--- src/rtl/carry_addsub_pkg.sv ---
`timescale 1ns/1ps
package carry_addsub_pkg;

  typedef enum logic [1:0] {
    OP_ADD_CARRY  = 2'b00,
    OP_ADD_EXT    = 2'b01,
    OP_SUB_CARRY  = 2'b10,
    OP_SUBF_EXT   = 2'b11
  } opCode_e;

  typedef enum logic [1:0] {
    CIN_ZERO = 2'b00,
    CIN_ONE  = 2'b01,
    CIN_FLAG = 2'b10
  } carryIn_e;

  // Strobes from control to datapath.
  typedef struct packed {
    logic     load;
    logic     zeroA;
    logic     invA;
    logic     invB;
    carryIn_e cinSel;
  } strobes_t;

endpackage

--- src/rtl/carry_addsub_ctrl.sv ---
`timescale 1ns/1ps
module carry_addsub_ctrl
  import carry_addsub_pkg::*;
(
  input  logic       opValid,
  input  logic [1:0] opSel,
  input  logic       srcAIsZero,
  output strobes_t   strobes
);

  opCode_e opCode;
  assign opCode = opCode_e'(opSel);

  always_comb begin
    strobes        = '0;
    strobes.load   = opValid;
    strobes.cinSel = CIN_ZERO;
    unique case (opCode)
      OP_ADD_CARRY: begin
        strobes.cinSel = CIN_ZERO;
      end
      OP_ADD_EXT: begin
        strobes.zeroA  = srcAIsZero;
        strobes.cinSel = CIN_FLAG;
      end
      OP_SUB_CARRY: begin
        // A - B is formed as A + ~B + 1
        strobes.invB   = 1'b1;
        strobes.cinSel = CIN_ONE;
      end
      OP_SUBF_EXT: begin
        strobes.zeroA  = srcAIsZero;
        strobes.invA   = 1'b1;
        strobes.cinSel = CIN_FLAG;
      end
      default: strobes.cinSel = CIN_ZERO;
    endcase
  end

endmodule

--- src/rtl/carry_addsub_adder.sv ---
`timescale 1ns/1ps
module carry_addsub_adder #(
  parameter int WIDTH  = 32,
  parameter bit RIPPLE = 1'b0
) (
  input  logic [WIDTH-1:0] addA,
  input  logic [WIDTH-1:0] addB,
  input  logic             carryIn,
  output logic [WIDTH-1:0] sum,
  output logic             carryOut
);

  generate
    if (RIPPLE) begin : g_ripple
      logic [WIDTH:0] chain;
      assign chain[0] = carryIn;
      for (genvar i = 0; i < WIDTH; i++) begin : g_bit
        assign sum[i]     = addA[i] ^ addB[i] ^ chain[i];
        assign chain[i+1] = (addA[i] & addB[i]) | (chain[i] & (addA[i] ^ addB[i]));
      end
      assign carryOut = chain[WIDTH];
    end else begin : g_infer
      logic [WIDTH:0] wide;
      assign wide     = {1'b0, addA} + {1'b0, addB} + {{WIDTH{1'b0}}, carryIn};
      assign sum      = wide[WIDTH-1:0];
      assign carryOut = wide[WIDTH];
    end
  endgenerate

endmodule

--- src/rtl/carry_addsub_dp.sv ---
`timescale 1ns/1ps
module carry_addsub_dp
  import carry_addsub_pkg::*;
#(
  parameter int WIDTH        = 32,
  parameter int STATUS_WIDTH = 32,
  parameter int CARRY_BIT    = 2,
  parameter bit RIPPLE       = 1'b0
) (
  input  logic                    clk,
  input  logic                    rstN,
  input  strobes_t                strobes,
  input  logic [WIDTH-1:0]        srcA,
  input  logic [WIDTH-1:0]        srcB,
  output logic [WIDTH-1:0]        result,
  output logic                    carryFlag,
  output logic [STATUS_WIDTH-1:0] statusWord
);

  logic [WIDTH-1:0] gatedA;
  logic [WIDTH-1:0] opA;
  logic [WIDTH-1:0] opB;
  logic             cin;
  logic [WIDTH-1:0] sum;
  logic             cout;
  logic [WIDTH-1:0] resultReg;
  logic             carryReg;

  assign gatedA = strobes.zeroA ? '0 : srcA;
  assign opA    = strobes.invA ? ~gatedA : gatedA;
  assign opB    = strobes.invB ? ~srcB : srcB;

  always_comb begin
    unique case (strobes.cinSel)
      CIN_ONE:  cin = 1'b1;
      CIN_FLAG: cin = carryReg;
      default:  cin = 1'b0;
    endcase
  end

  carry_addsub_adder #(
    .WIDTH (WIDTH),
    .RIPPLE(RIPPLE)
  ) u_adder (
    .addA    (opA),
    .addB    (opB),
    .carryIn (cin),
    .sum     (sum),
    .carryOut(cout)
  );

  always_ff @(posedge clk or negedge rstN) begin
    if (!rstN) begin
      resultReg <= '0;
      carryReg  <= 1'b0;
    end else if (strobes.load) begin
      resultReg <= sum;
      carryReg  <= cout;
    end
  end

  assign result    = resultReg;
  assign carryFlag = carryReg;

  generate
    for (genvar s = 0; s < STATUS_WIDTH; s++) begin : g_status
      if (s == CARRY_BIT) begin : g_ca
        assign statusWord[s] = carryReg;
      end else begin : g_zero
        assign statusWord[s] = 1'b0;
      end
    end
  endgenerate

endmodule

--- src/rtl/carry_addsub.sv ---
`timescale 1ns/1ps
module carry_addsub
  import carry_addsub_pkg::*;
#(
  parameter int WIDTH        = 32,
  parameter int STATUS_WIDTH = 32,
  parameter int CARRY_BIT    = 2,
  parameter bit RIPPLE       = 1'b0
) (
  input  logic                    clk,
  input  logic                    rstN,
  input  logic                    opValid,
  input  logic [1:0]              opSel,
  input  logic [WIDTH-1:0]        srcA,
  input  logic [WIDTH-1:0]        srcB,
  input  logic                    srcAIsZero,
  output logic [WIDTH-1:0]        result,
  output logic                    carryFlag,
  output logic [STATUS_WIDTH-1:0] statusWord
);

  strobes_t strobes;

  carry_addsub_ctrl u_ctrl (
    .opValid   (opValid),
    .opSel     (opSel),
    .srcAIsZero(srcAIsZero),
    .strobes   (strobes)
  );

  carry_addsub_dp #(
    .WIDTH       (WIDTH),
    .STATUS_WIDTH(STATUS_WIDTH),
    .CARRY_BIT   (CARRY_BIT),
    .RIPPLE      (RIPPLE)
  ) u_dp (
    .clk       (clk),
    .rstN      (rstN),
    .strobes   (strobes),
    .srcA      (srcA),
    .srcB      (srcB),
    .result    (result),
    .carryFlag (carryFlag),
    .statusWord(statusWord)
  );

endmodule

--- config.mk ---
export PLATFORM = sky130hd
export DESIGN_NAME = carry_addsub
export DESIGN_NICKNAME = d
export VERILOG_FILES = /design/src/rtl/carry_addsub_pkg.sv /design/src/rtl/carry_addsub_ctrl.sv /design/src/rtl/carry_addsub_adder.sv /design/src/rtl/carry_addsub_dp.sv /design/src/rtl/carry_addsub.sv
export SDC_FILE = /design/constraint.sdc
export NUM_CORES = 1
export LEC_CHECK = 0
export CORE_ASPECT_RATIO = 0.75
export CORE_UTILIZATION = 50
export CTS_BUF_LIST = sky130_fd_sc_hd__clkbuf_4
export DETAILED_ROUTE_END_ITERATION = 12
export PLACE_DENSITY = 0.95
export SETUP_SLACK_MARGIN = 0.05
export SLEW_MARGIN = 20
export SYNTH_ARGS = -nofsm -noshare
export SYNTH_HDL_FRONTEND = slang
export SYNTH_HIERARCHICAL = 1
export SYNTH_SLANG_ARGS = --single-unit
export TNS_END_PERCENT = 5
--- constraint.sdc ---
create_clock -name clk -period 8.55 [get_ports clk]
set_input_delay 2.565 -clock clk [delete_from_list [all_inputs] [get_ports clk]]
set_output_delay 2.565 -clock clk [all_outputs]
set_load 0.1 [all_outputs]
After elaboration in Yosys (flattened, before gate mapping)
Cells that the tools add are included.
- register bits after elaboration: 33
- bits of input ports: 70
- output and inout bits: 65
- word-level logic and storage cells: 21
- add/subtract/negate cells: 2
- equality and inequality tests: 5
- multiplexer cells: 8
- bitwise gates (word level): 2
- reduce and logical (&&, ||, !) cells: 2
- operators with widths (cell ; number):
    $mux 32 ; 3
    $not 32->32 ; 2
    $add 32x32->33 ; 1
    $add 33x1->33 ; 1
    $eq 2x2->1 const B ; 3
    $pmux 2 s3 ; 1
    $eq 2x1->1 const B ; 2
    $mux 1 ; 3
    $logic_not 2->1 ; 1
    $pmux 1 s2 ; 1
    $reduce_or 2->1 ; 1

Depth between registers and ports, before layout
Gate-level depths: netlist of the first run.
- depth in word-level cells: 8
- mapped depth: 15
- gate-level depth less buffers: 15

Hierarchy
Netlist of the first run, hierarchy kept.
- by module, submodules not included (module ; times used ; cells an instance ; area each (um^2) ; seq. area each (um^2)):
    carry_addsub_dp ; 1 ; 216 ; 2519.9 ; 825.8
    carry_addsub_adder ; 1 ; 244 ; 1750.4 ; 0.0
    carry_addsub_ctrl ; 1 ; 6 ; 37.5 ; 0.0

Least setup slack after synthesis of the first run
OpenSTA, ideal clock, no wires.
- kind: input port to flip-flop
- from: in opSel[1]
- to: reg u_dp.resultReg[30] (netlist: u_dp/result[30])
- setup time: 0.126 ns
- arrival time: 5.737 ns
- data required time: 8.424 ns
- path slack: 2.687 ns
- stages: 14
- path buffers: 2
- cells stage by stage: nor2b_1 buf_4 buf_2 xor2_1 fa_1 fa_1 a21o_1 a221oi_1 o21a_1 a21oi_1 a21oi_1 o221ai_1 xor2_1 mux2_4
- RTL lines (element ; line ; RTL):
    start, declared ; carry_addsub.sv:13 ; input logic [1:0] opSel,
    end signal, assigned ; carry_addsub_dp.sv:57 ; resultReg <= sum;
    end, declared ; carry_addsub_dp.sv:26 ; logic [WIDTH-1:0] resultReg;

==> results.json, run 1 <==
{
  "whs_ps": 522.9,
  "rr_worst_depth": 12,
  "buffer_cell_driving_the_clock_tree_root": "clkbuf_4",
  "die_area_um2": 8995,
  "rsz0062_at_grt": "no",
  "top_post_synthesis_cells_by_count": "xnor2_1 (47), xor2_1 (47), a21oi_1 (37), buf_4 (35), nand2b_1 (34)",
  "synth_cell_type_count": 55,
  "die_h_um": 82.39,
  "register_area_um2": 825.8,
  "detailroute.via_count": 3602,
  "global_route.overflow_total": 0,
  "clock-skew-final_ps": 6.991,
  "core_area_um2": 8128,
  "worstHoldPathCells": 1,
  "grt_antenna_before_repair": 0,
  "total_of_fill_cells_in_the_finished_design": 693,
  "p_leak_nw": 2.370,
  "hold_violations": 0,
  "power_per_cell_area_nw_per_um2": 327.3,
  "run_status": "finished clean",
  "fin_crit_sh_pct": 79.02,
  "multi_input_area_um2": 3095,
  "post-dp-hpwl_um": 8209,
  "post-route-drc-count": 0,
  "syn_area_um2": 4308,
  "antenna_cells": 0,
  "total_of_warnings_raised_by_yosys": 6,
  "cts_setup_buffers": 0,
  "synth-seq-area-share_pct": 19.17,
  "place_congestion": 0.9145,
  "regToRegSetupSlack_ps": 4730,
  "dr.first_iter.drc_count": 209,
  "worst_ep_required_time_ps": 8800,
  "hold_path_end": "u_dp/result[8]",
  "cts_resized": 0,
  "timing.fmax_mhz": 148.0,
  "place_area_um2": 5146,
  "crit_arrival_ps": 7010,
  "synth_edf_count": 0,
  "max_capacitance_violation_count": 0,
  "synth_top_area_share_pct": 19.17,
  "finalWorstPathRequiredPeriod_ps": 6756,
  "first_pass_iters": 5,
  "worstReg2RegEnd": "u_dp/result[30]",
  "critPathKind": "input port to flip-flop",
  "vias_in_the_first_global_route": 3715,
  "pre_cts_ws_ps": 1507,
  "grt_max_degree": 34,
  "core.rowCount": 28,
  "chipWidth_um": 109.2,
  "antenna_violating_nets_post_route": 0,
  "synth_area_leaders": "dfrtp_1 (19%), mux2_4 (10%), ha_1 (9.6%)",
  "avgRoutedWirePerCell_um": 16.04,
  "end_kind": "flip-flop",
  "cts_buffer_count": 5,
  "critPathMaxFanout": 32,
  "synth_async_sr_flop_share_pct": 100.0,
  "syn-mean-instance-area_um2": 9.244,
  "ctsLongestPathBuffers": 2,
  "num_io_pins": 135,
  "clkLatencyLatePin_ps": 350,
  "worstHoldPathType": "flip-flop to flip-flop",
  "post_cts_hold_buffer_count": 0,
  "starting_utilization_of_the_core_area_pct": 53.00,
  "worstHoldStart": "u_dp/result[8]",
  "htreeDepth": 2,
  "detailed_route_wl_um": 10500,
  "port-buffer-count": 103,
  "ys_seq_elements": 33,
  "final-max-slew-violation-count": 0,
  "synth_cells": 466,
  "cp-start-kind": "input port",
  "syn_to_final_growth_pct": 20.74,
  "clk_transition_reported_paths_ps": 120,
  "finish.instance_area_um2": 5201,
  "slew-limit-headroom_pct": 28.69,
  "power.ir.vdd_worst_mv": 0.3749,
  "clock_tree_from_tritoncts": "built",
  "layout.nets": 654,
  "critical_path.reg2reg.startpoint": "u_dp/carryFlag",
  "finalSetupViolCount": 0,
  "post_route_cells_drive_above_1_share_pct": 9.818,
  "global_route.usage.total_pct": 23.85,
  "postLayoutSetupSlackWorst_ps": 1794,
  "ys.flop_type": "dfrtp_1",
  "yosysTopAreaCell": "dfrtp_1",
  "post_route_setup_tns_ps": 0,
  "detail_route.vias_per_cell": 5.499,
  "grt_pass1_wl_um": 16920,
  "worst_pin_slew_ps": 1070,
  "cts.sink_count": 33
}
registers in the layout, summed over array words and instances (netlist names):
name / count
u_dp/result: 32
u_dp/carryFlag: 1
worst max path at each step:
stage	start	endpoint	cells past startpoint
finish	opSel[0]	u_dp/result[30]	14
CTS	opSel[0]	u_dp/result[30]	14
global route	opSel[0]	u_dp/result[24]	14
floorplan	opSel[1]	u_dp/result[30]	14
global placement	opSel[0]	u_dp/result[30]	14
detailed placement	opSel[0]	u_dp/result[30]	14
cells by family (layout without fill, tap and decap cells):
group                    Yosys count  after routing  synth area share, %
multiplexers                      34             34                11.47
AND/OR/NAND/NOR                   95             95                12.43
adder cells (fa/ha/maj)           35             35                10.51
buffers and inverters             71            125                11.79
flip-flops                        33             33                19.17
XOR/XNOR                          94             94                19.11
AO/OA/AOI/OAI                    103            103                15.42
other                              1             31              0.08705
power by group:
part / internal [mW] / switching, mW / leakage, nW
clock network: 0.0345 / 0.0619 / 0.0354
logic: 0.398 / 0.923 / 1.95
registers: 0.232 / 0.0528 / 0.387
per-stage QoR:
step | utilization (%) | instances | power [mW]
final | 63.99 | 655 | 1.703
after global routing | 63.99 | 655 | 1.778
after floorplan | - | 496 | 1.327
after detailed placement | 63.32 | 647 | 1.600
after CTS | 63.99 | 655 | 1.703
after global placement | 63.32 | 647 | 1.577
worst max-delay path, stage by stage:
cell and delay (ps):
clkdlybuf4s50_1 510, nor2b_4 170, buf_4 480, xor2_1 180, fa_1 470, fa_1 420
a21o_1 230, a221oi_1 610, o21a_1 240, a21oi_1 130, a21oi_1 370, o221ai_1 190
xor2_1 180, mux2_4 260
cells in the final DEF (no fill, tap or decap), drive strengths merged, types with 5 or more instances in the layout:
cell,instances
conb,31
nand4,5
nand3,7
nand2,17
ha,33
buf,5
nor2,14
a21oi,37
a21o,18
xor2,47
o21ai,11
clkdlybuf4s50,102
o21bai,5
o211ai,6
dfrtp,33
clkbuf,6
mux2,33
nand2b,34
xnor2,47
inv,10
final cells by class:
class | count | area share (%)
Inverter | 10 | 0.7217
Tap cell | 105 | 2.526
Clock buffer | 6 | 0.8660
Clock inverter | 2 | 0.1924
Multi-Input combinational cell | 392 | 59.51
Timing Repair Buffer | 107 | 20.30
Sequential cell | 33 | 15.88
layer usage:
| layer | up-vias | GRT usage, % | part of all wire, % |
|---|---|---|---|
| met5 | - | 0 | 0 |
| li1 | 1711 | - | - |
| met1 | 1694 | 29.38 | 44 |
| met4 | 0 | 6.533 | 1.4 |
| met3 | 20 | 4.553 | 7.1 |
| met2 | 177 | 42.77 | 47 |
(Power assumes the default switching activity.)
==> inputs of run 2 (changes only) <==
Settings changed: CORE_UTILIZATION 50 to 49.
Clock period 8.55 ns to 6.6 ns, I/O delays scaled along.
==> run 2 against run 1 <==
Compared with the run above:
- utilization is 2.6 points lower
- clock skew is 19 ps higher
- combinational power up 30%
- clock power up 31%
- critical path depth unchanged
- first-iteration DRC count increased by 8.6%
- wire length shrank 0.33%
- worst setup slack worse by 1200 ps
- sequential power up 29%
- cell area grew 0.22%
- global-route usage shrank 0.71 points
- non-clock buffer count rose by 1
==> results.json, run 2 (synthesized netlist as in run 1, its figures left out) <==
{
  "run_status": "finished clean",
  "core.rowCount": 29,
  "power_per_cell_area_nw_per_um2": 423.0,
  "grt_pass1_wl_um": 17030,
  "htreeDepth": 2,
  "critPathMaxStageDelay_ps": 550,
  "end_kind": "flip-flop",
  "max_reg_flops": 32,
  "worst_pin_slew_ps": 1067,
  "chipWidth_um": 110.3,
  "timing.fmax_mhz": 165.8,
  "detail_route.vias_per_cell": 5.402,
  "finish.utilization_pct": 61.39,
  "global_route.usage.total_pct": 23.14,
  "vias_in_the_first_global_route": 3652,
  "cp-start-kind": "input port",
  "post_cts_hold_buffer_count": 0,
  "rsz0062_at_grt": "no",
  "max_capacitance_violation_count": 0,
  "core_area_um2": 8491,
  "critPathKind": "input port to flip-flop",
  "post_route_cells_drive_above_1_share_pct": 9.982,
  "place_congestion": 0.8952,
  "buffer_cell_driving_the_clock_tree_root": "clkbuf_4",
  "crit_arrival_ps": 6260,
  "cts_buffer_count": 5,
  "finalWorstPathRequiredPeriod_ps": 6033,
  "syn_to_final_growth_pct": 21.00,
  "clk_transition_reported_paths_ps": 110,
  "worst_ep_required_time_ps": 6830,
  "critPathMaxFanout": 20,
  "hold_violations": 0,
  "power_mw": 2.205,
  "final-max-slew-violation-count": 0,
  "num_io_pins": 135,
  "port-buffer-count": 103,
  "worstHoldPathType": "flip-flop to flip-flop",
  "post-route-drc-count": 0,
  "post_route_setup_tns_ps": 0,
  "first_pass_iters": 5,
  "global_route.overflow_total": 0,
  "grt_max_degree": 34,
  "layout.nets": 655,
  "post-dp-hpwl_um": 8141,
  "slew-limit-headroom_pct": 28.85,
  "grt_antenna_before_repair": 0,
  "cp_slowest_cell": "a221oi_1",
  "antenna_cells": 0,
  "power.ir.vdd_worst_mv": 0.3336,
  "total_of_fill_cells_in_the_finished_design": 730,
  "path_cells": "clkdlybuf4s50_1 -> nor2b_4 -> buf_4 -> xor2_1 -> fa_1 -> fa_1 -> a21o_1 -> a221oi_1 -> o21a_1 -> a21oi_1 -> a21oi_1 -> o221ai_1 -> xor2_1 -> mux2_4",
  "avgRoutedWirePerCell_um": 15.89,
  "dr.first_iter.drc_count": 227,
  "detailed_route_wl_um": 10470,
  "clkLatencyLatePin_ps": 360,
  "clock-skew-final_ps": 26.25,
  "p_leak_nw": 2.375,
  "die_h_um": 83.20,
  "starting_utilization_of_the_core_area_pct": 50.74,
  "die_area_um2": 9174,
  "final_cell_mix": "clkdlybuf4s50_1 (102), xor2_1 (47), xnor2_1 (47)",
  "cts.sink_count": 33,
  "finalSetupViolCount": 0,
  "cts_setup_buffers": 0,
  "detailroute.via_count": 3560,
  "clock_tree_from_tritoncts": "built",
  "cts_resized": 0,
  "fin_crit_sh_pct": 91.40,
  "antenna_violating_nets_post_route": 0,
  "mostFrequentLayoutCell": "clkdlybuf4s50_1",
  "ctsLongestPathBuffers": 2
}
[run 2: cell count changes in the layout (fill, tap and decap cells not counted), sizes merged]
| cell | previous run | this run |
|---|---|---|
| buf | 5 | 6 |
[run 2: path summary, 6_finish.rpt]
path | from | slack (ps) | cells after the start | endpoint
max | opSel[0] | 570 | 14 | u_dp/result[30]
min | u_dp/result[4] | 530 | 1 | u_dp/result[4]
min reg2reg | u_dp/result[4] | 530 | 1 | u_dp/result[4]
min in group asynchronous | rstN | 2030 | 2 | u_dp/result[9]
max reg2reg | u_dp/carryFlag | 2790 | 12 | u_dp/result[30]
max in group asynchronous | rstN | 4230 | 2 | u_dp/carryFlag
[run 2: critical path: cells and delay by family]
family                     cells  cell delay, ps
AOI/OAI and AO/OA              6            1730
xor gates and xnor gates       2             320
adders and majority gates      2             900
buffers and inverters          2             870
muxes                          1             260
and+or+nand+nor                1             190
[run 2: power breakdown]
group	total (mW)	internal, mW	switching [mW]	leakage [nW]
Combinational	1.71	0.516	1.20	1.95
Clock	0.126	0.0448	0.0812	0.0354
Sequential	0.367	0.301	0.0668	0.387
[run 2: final cells by class]
type                            count  area [um^2]  share of cell area [%]
Timing Repair Buffer              108         1064                   20.40
Multi-Input combinational cell    392         3095                   59.39
Clock inverter                      2        10.01                  0.1920
Inverter                           10        37.54                  0.7201
Clock buffer                        6        45.04                  0.8641
Tap cell                          108        135.1                   2.592
Sequential cell                    33        825.8                   15.84
[run 2: per-stage QoR]
| step | hold slack, ps | area (um^2) | setup WS (ps) | std cells |
|---|---|---|---|---|
| 3_5_place_dp | 492.3 | 5157 | 261.6 | 651 |
| 4_1_cts | 531.6 | 5213 | 604.2 | 659 |
| 3_3_place_gp | 496.2 | 5157 | 475.3 | 651 |
| 6_report | 527.3 | 5213 | 567.5 | 659 |
| 2_1_floorplan | 1186 | 4420 | 1322 | 496 |
| 5_1_grt | 545.4 | 5213 | 280.6 | 659 |
[run 2: layer usage]
layer | routed length (um) | part of all wire [%] | track usage, %
met1 | 4846 | 46 | 31.25
met2 | 4917 | 47 | 38.17
met3 | 607 | 5.8 | 3.454
met4 | 97 | 0.93 | 6.100
met5 | 0 | 0 | 0
==> inputs of run 3 (changes only) <==
Settings changed: GPL_TIMING_DRIVEN set to 0.
==> run 3 against run 2 <==
Compared with the run above:
- sequential power about the same
- die area unchanged
- non-clock buffer count up 56
- register-to-register slack worse by 120 ps
- highest routed layer unchanged
==> results.json, run 3 (synthesized netlist as in run 1, its figures left out) <==
{
  "global_route.overflow_total": 0,
  "clk_transition_reported_paths_ps": 110,
  "dr.first_iter.drc_count": 299,
  "detail_route.vias_per_cell": 5.250,
  "fin_crit_sh_pct": 93.49,
  "slew-limit-headroom_pct": 32.67,
  "p_leak_nw": 2.660,
  "clock-skew-final_ps": 8.462,
  "critPathBufInv": 3,
  "hold_violations": 0,
  "post_route_cells_drive_above_1_share_pct": 16.47,
  "chipWidth_um": 110.3,
  "buffer_cell_driving_the_clock_tree_root": "clkbuf_4",
  "hold_path_end": "u_dp/result[23]",
  "run_status": "finished clean",
  "post_route_setup_tns_ps": 0,
  "post-dp-hpwl_um": 9055,
  "path_cells": "clkdlybuf4s50_1 -> nor2b_1 -> buf_4 -> buf_2 -> xor2_1 -> fa_1 -> fa_1 -> a21o_1 -> a221oi_1 -> o21a_1 -> a21oi_1 -> a21oi_1 -> o221ai_1 -> xor2_1 -> mux2_4",
  "grt_pass1_wl_um": 17420,
  "first_pass_iters": 6,
  "final_cell_mix": "clkdlybuf4s50_1 (101), xor2_1 (47), xnor2_1 (47)",
  "antenna_violating_nets_post_route": 0,
  "p_int_uw": 921.5,
  "critPathMaxStageDelay_ps": 600,
  "worstHoldPathCells": 1,
  "timing.fmax_mhz": 162.1,
  "critPathKind": "input port to flip-flop",
  "critPathMaxFanout": 5,
  "worst_path_dominant_cell_family": "compound AO/OA/AOI/OAI gates",
  "layout.nets": 711,
  "core.rowCount": 29,
  "grt_antenna_before_repair": 0,
  "worstHoldStart": "u_dp/result[23]",
  "crit_arrival_ps": 6390,
  "path_depth": 15,
  "worstHoldPathType": "flip-flop to flip-flop",
  "cp_slowest_cell": "a221oi_1",
  "core_area_um2": 8491,
  "mostFrequentLayoutCell": "clkdlybuf4s50_1",
  "rsz0062_at_grt": "no",
  "detailroute.via_count": 3754,
  "max_reg_flops": 32,
  "finalWorstPathRequiredPeriod_ps": 6170,
  "grt_max_degree": 27,
  "num_io_pins": 135,
  "power_per_cell_area_nw_per_um2": 399.3,
  "cts.sink_count": 33,
  "clock_tree_from_tritoncts": "built",
  "seqPwrFrac_pct": 16.3,
  "power.switching_fraction_pct": 59.30,
  "syn_to_final_growth_pct": 31.63,
  "post-route-drc-count": 0,
  "place_congestion": 0.8952,
  "cts_setup_buffers": 0,
  "worstReg2RegEnd": "u_dp/result[30]",
  "final-max-slew-violation-count": 0,
  "p_comb_share_pct": 77.0,
  "global_route.usage.total_pct": 23.66,
  "cts_buffer_count": 5,
  "die_h_um": 83.20,
  "power.share.clock_pct": 6.7,
  "power.ir.vdd_worst_mv": 0.4030,
  "worst_pin_slew_ps": 1007,
  "end_kind": "flip-flop",
  "ctsLongestPathBuffers": 2,
  "clkLatencyLatePin_ps": 320,
  "finalSetupViolCount": 0,
  "cts_resized": 0,
  "die_area_um2": 9174,
  "worst_ep_required_time_ps": 6820,
  "power_spent_charging_and_discharging_nets_mw": 1.343,
  "antenna_cells": 0,
  "detailed_route_wl_um": 10980,
  "htreeDepth": 2,
  "avgRoutedWirePerCell_um": 15.35,
  "max_capacitance_violation_count": 0,
  "vias_in_the_first_global_route": 3751,
  "regToRegSetupSlack_ps": 2670,
  "cp-start-kind": "input port",
  "port-buffer-count": 102,
  "critical_path.reg2reg.startpoint": "u_dp/carryFlag",
  "starting_utilization_of_the_core_area_pct": 50.74,
  "post_cts_hold_buffer_count": 0,
  "rr_worst_depth": 12,
  "power_mw": 2.264
}
-- run 3: per-stage QoR --
step	std cells	hold WS, ps	instance area [um^2]	util, %	setup WS (ps)
floorplan	496	1186	4420	-	1322
global placement	706	491.6	5577	65.68	334.6
detailed placement	707	498.3	5592	65.86	185.8
CTS	715	524.2	5670	66.78	522.7
global route	715	545.1	5670	66.78	207.3
finish	715	522.2	5670	66.78	429.9
-- run 3: layout make-up --
class / instances / area [um^2]
Timing Repair Buffer: 103 / 1036
Fill cell: 709 / 2820
Buffer: 61 / 470.5
Clock buffer: 6 / 45.04
Clock inverter: 2 / 33.78
Tap cell: 108 / 135.1
Multi-Input combinational cell: 392 / 3087
Sequential cell: 33 / 825.8
Inverter: 10 / 37.54
-- run 3: layer usage --
metal	wire length, um	track usage (%)	vias up
met2	5365	41.11	173
met3	750	3.611	19
met5	0	0	-
li1	-	-	1825
met1	4754	30.62	1737
met4	106	4.904	0
-- run 3: worst max-delay path by stage --
stage | start | to
5_1_grt | opSel[1] | u_dp/result[30]
3_3_place_gp | opSel[1] | u_dp/result[30]
2_1_floorplan | opSel[1] | u_dp/result[30]
4_1_cts | opSel[1] | u_dp/result[30]
3_5_place_dp | opSel[1] | u_dp/result[30]
6_report | opSel[1] | u_dp/result[30]
-- run 3: power by group through the flow --
stage	combinational (mW)	sequential, mW	clock, mW
after floorplan	0.633	1.09	0
after global placement	1.70	0.370	0
after detailed placement	1.73	0.373	0
after CTS	1.74	0.372	0.157
after global routing	1.81	0.382	0.165
final	1.74	0.369	0.151
-- run 3: worst register-to-register path, stage by stage (launching register included) --
cell	delay (ps)
dfrtp_1	440
a21oi_1	160
nor2_1	70
fa_1	420
fa_1	430
a21o_1	220
a221oi_1	600
o21a_1	240
a21oi_1	180
a21oi_1	410
o221ai_1	210
xor2_1	180
mux2_4	260
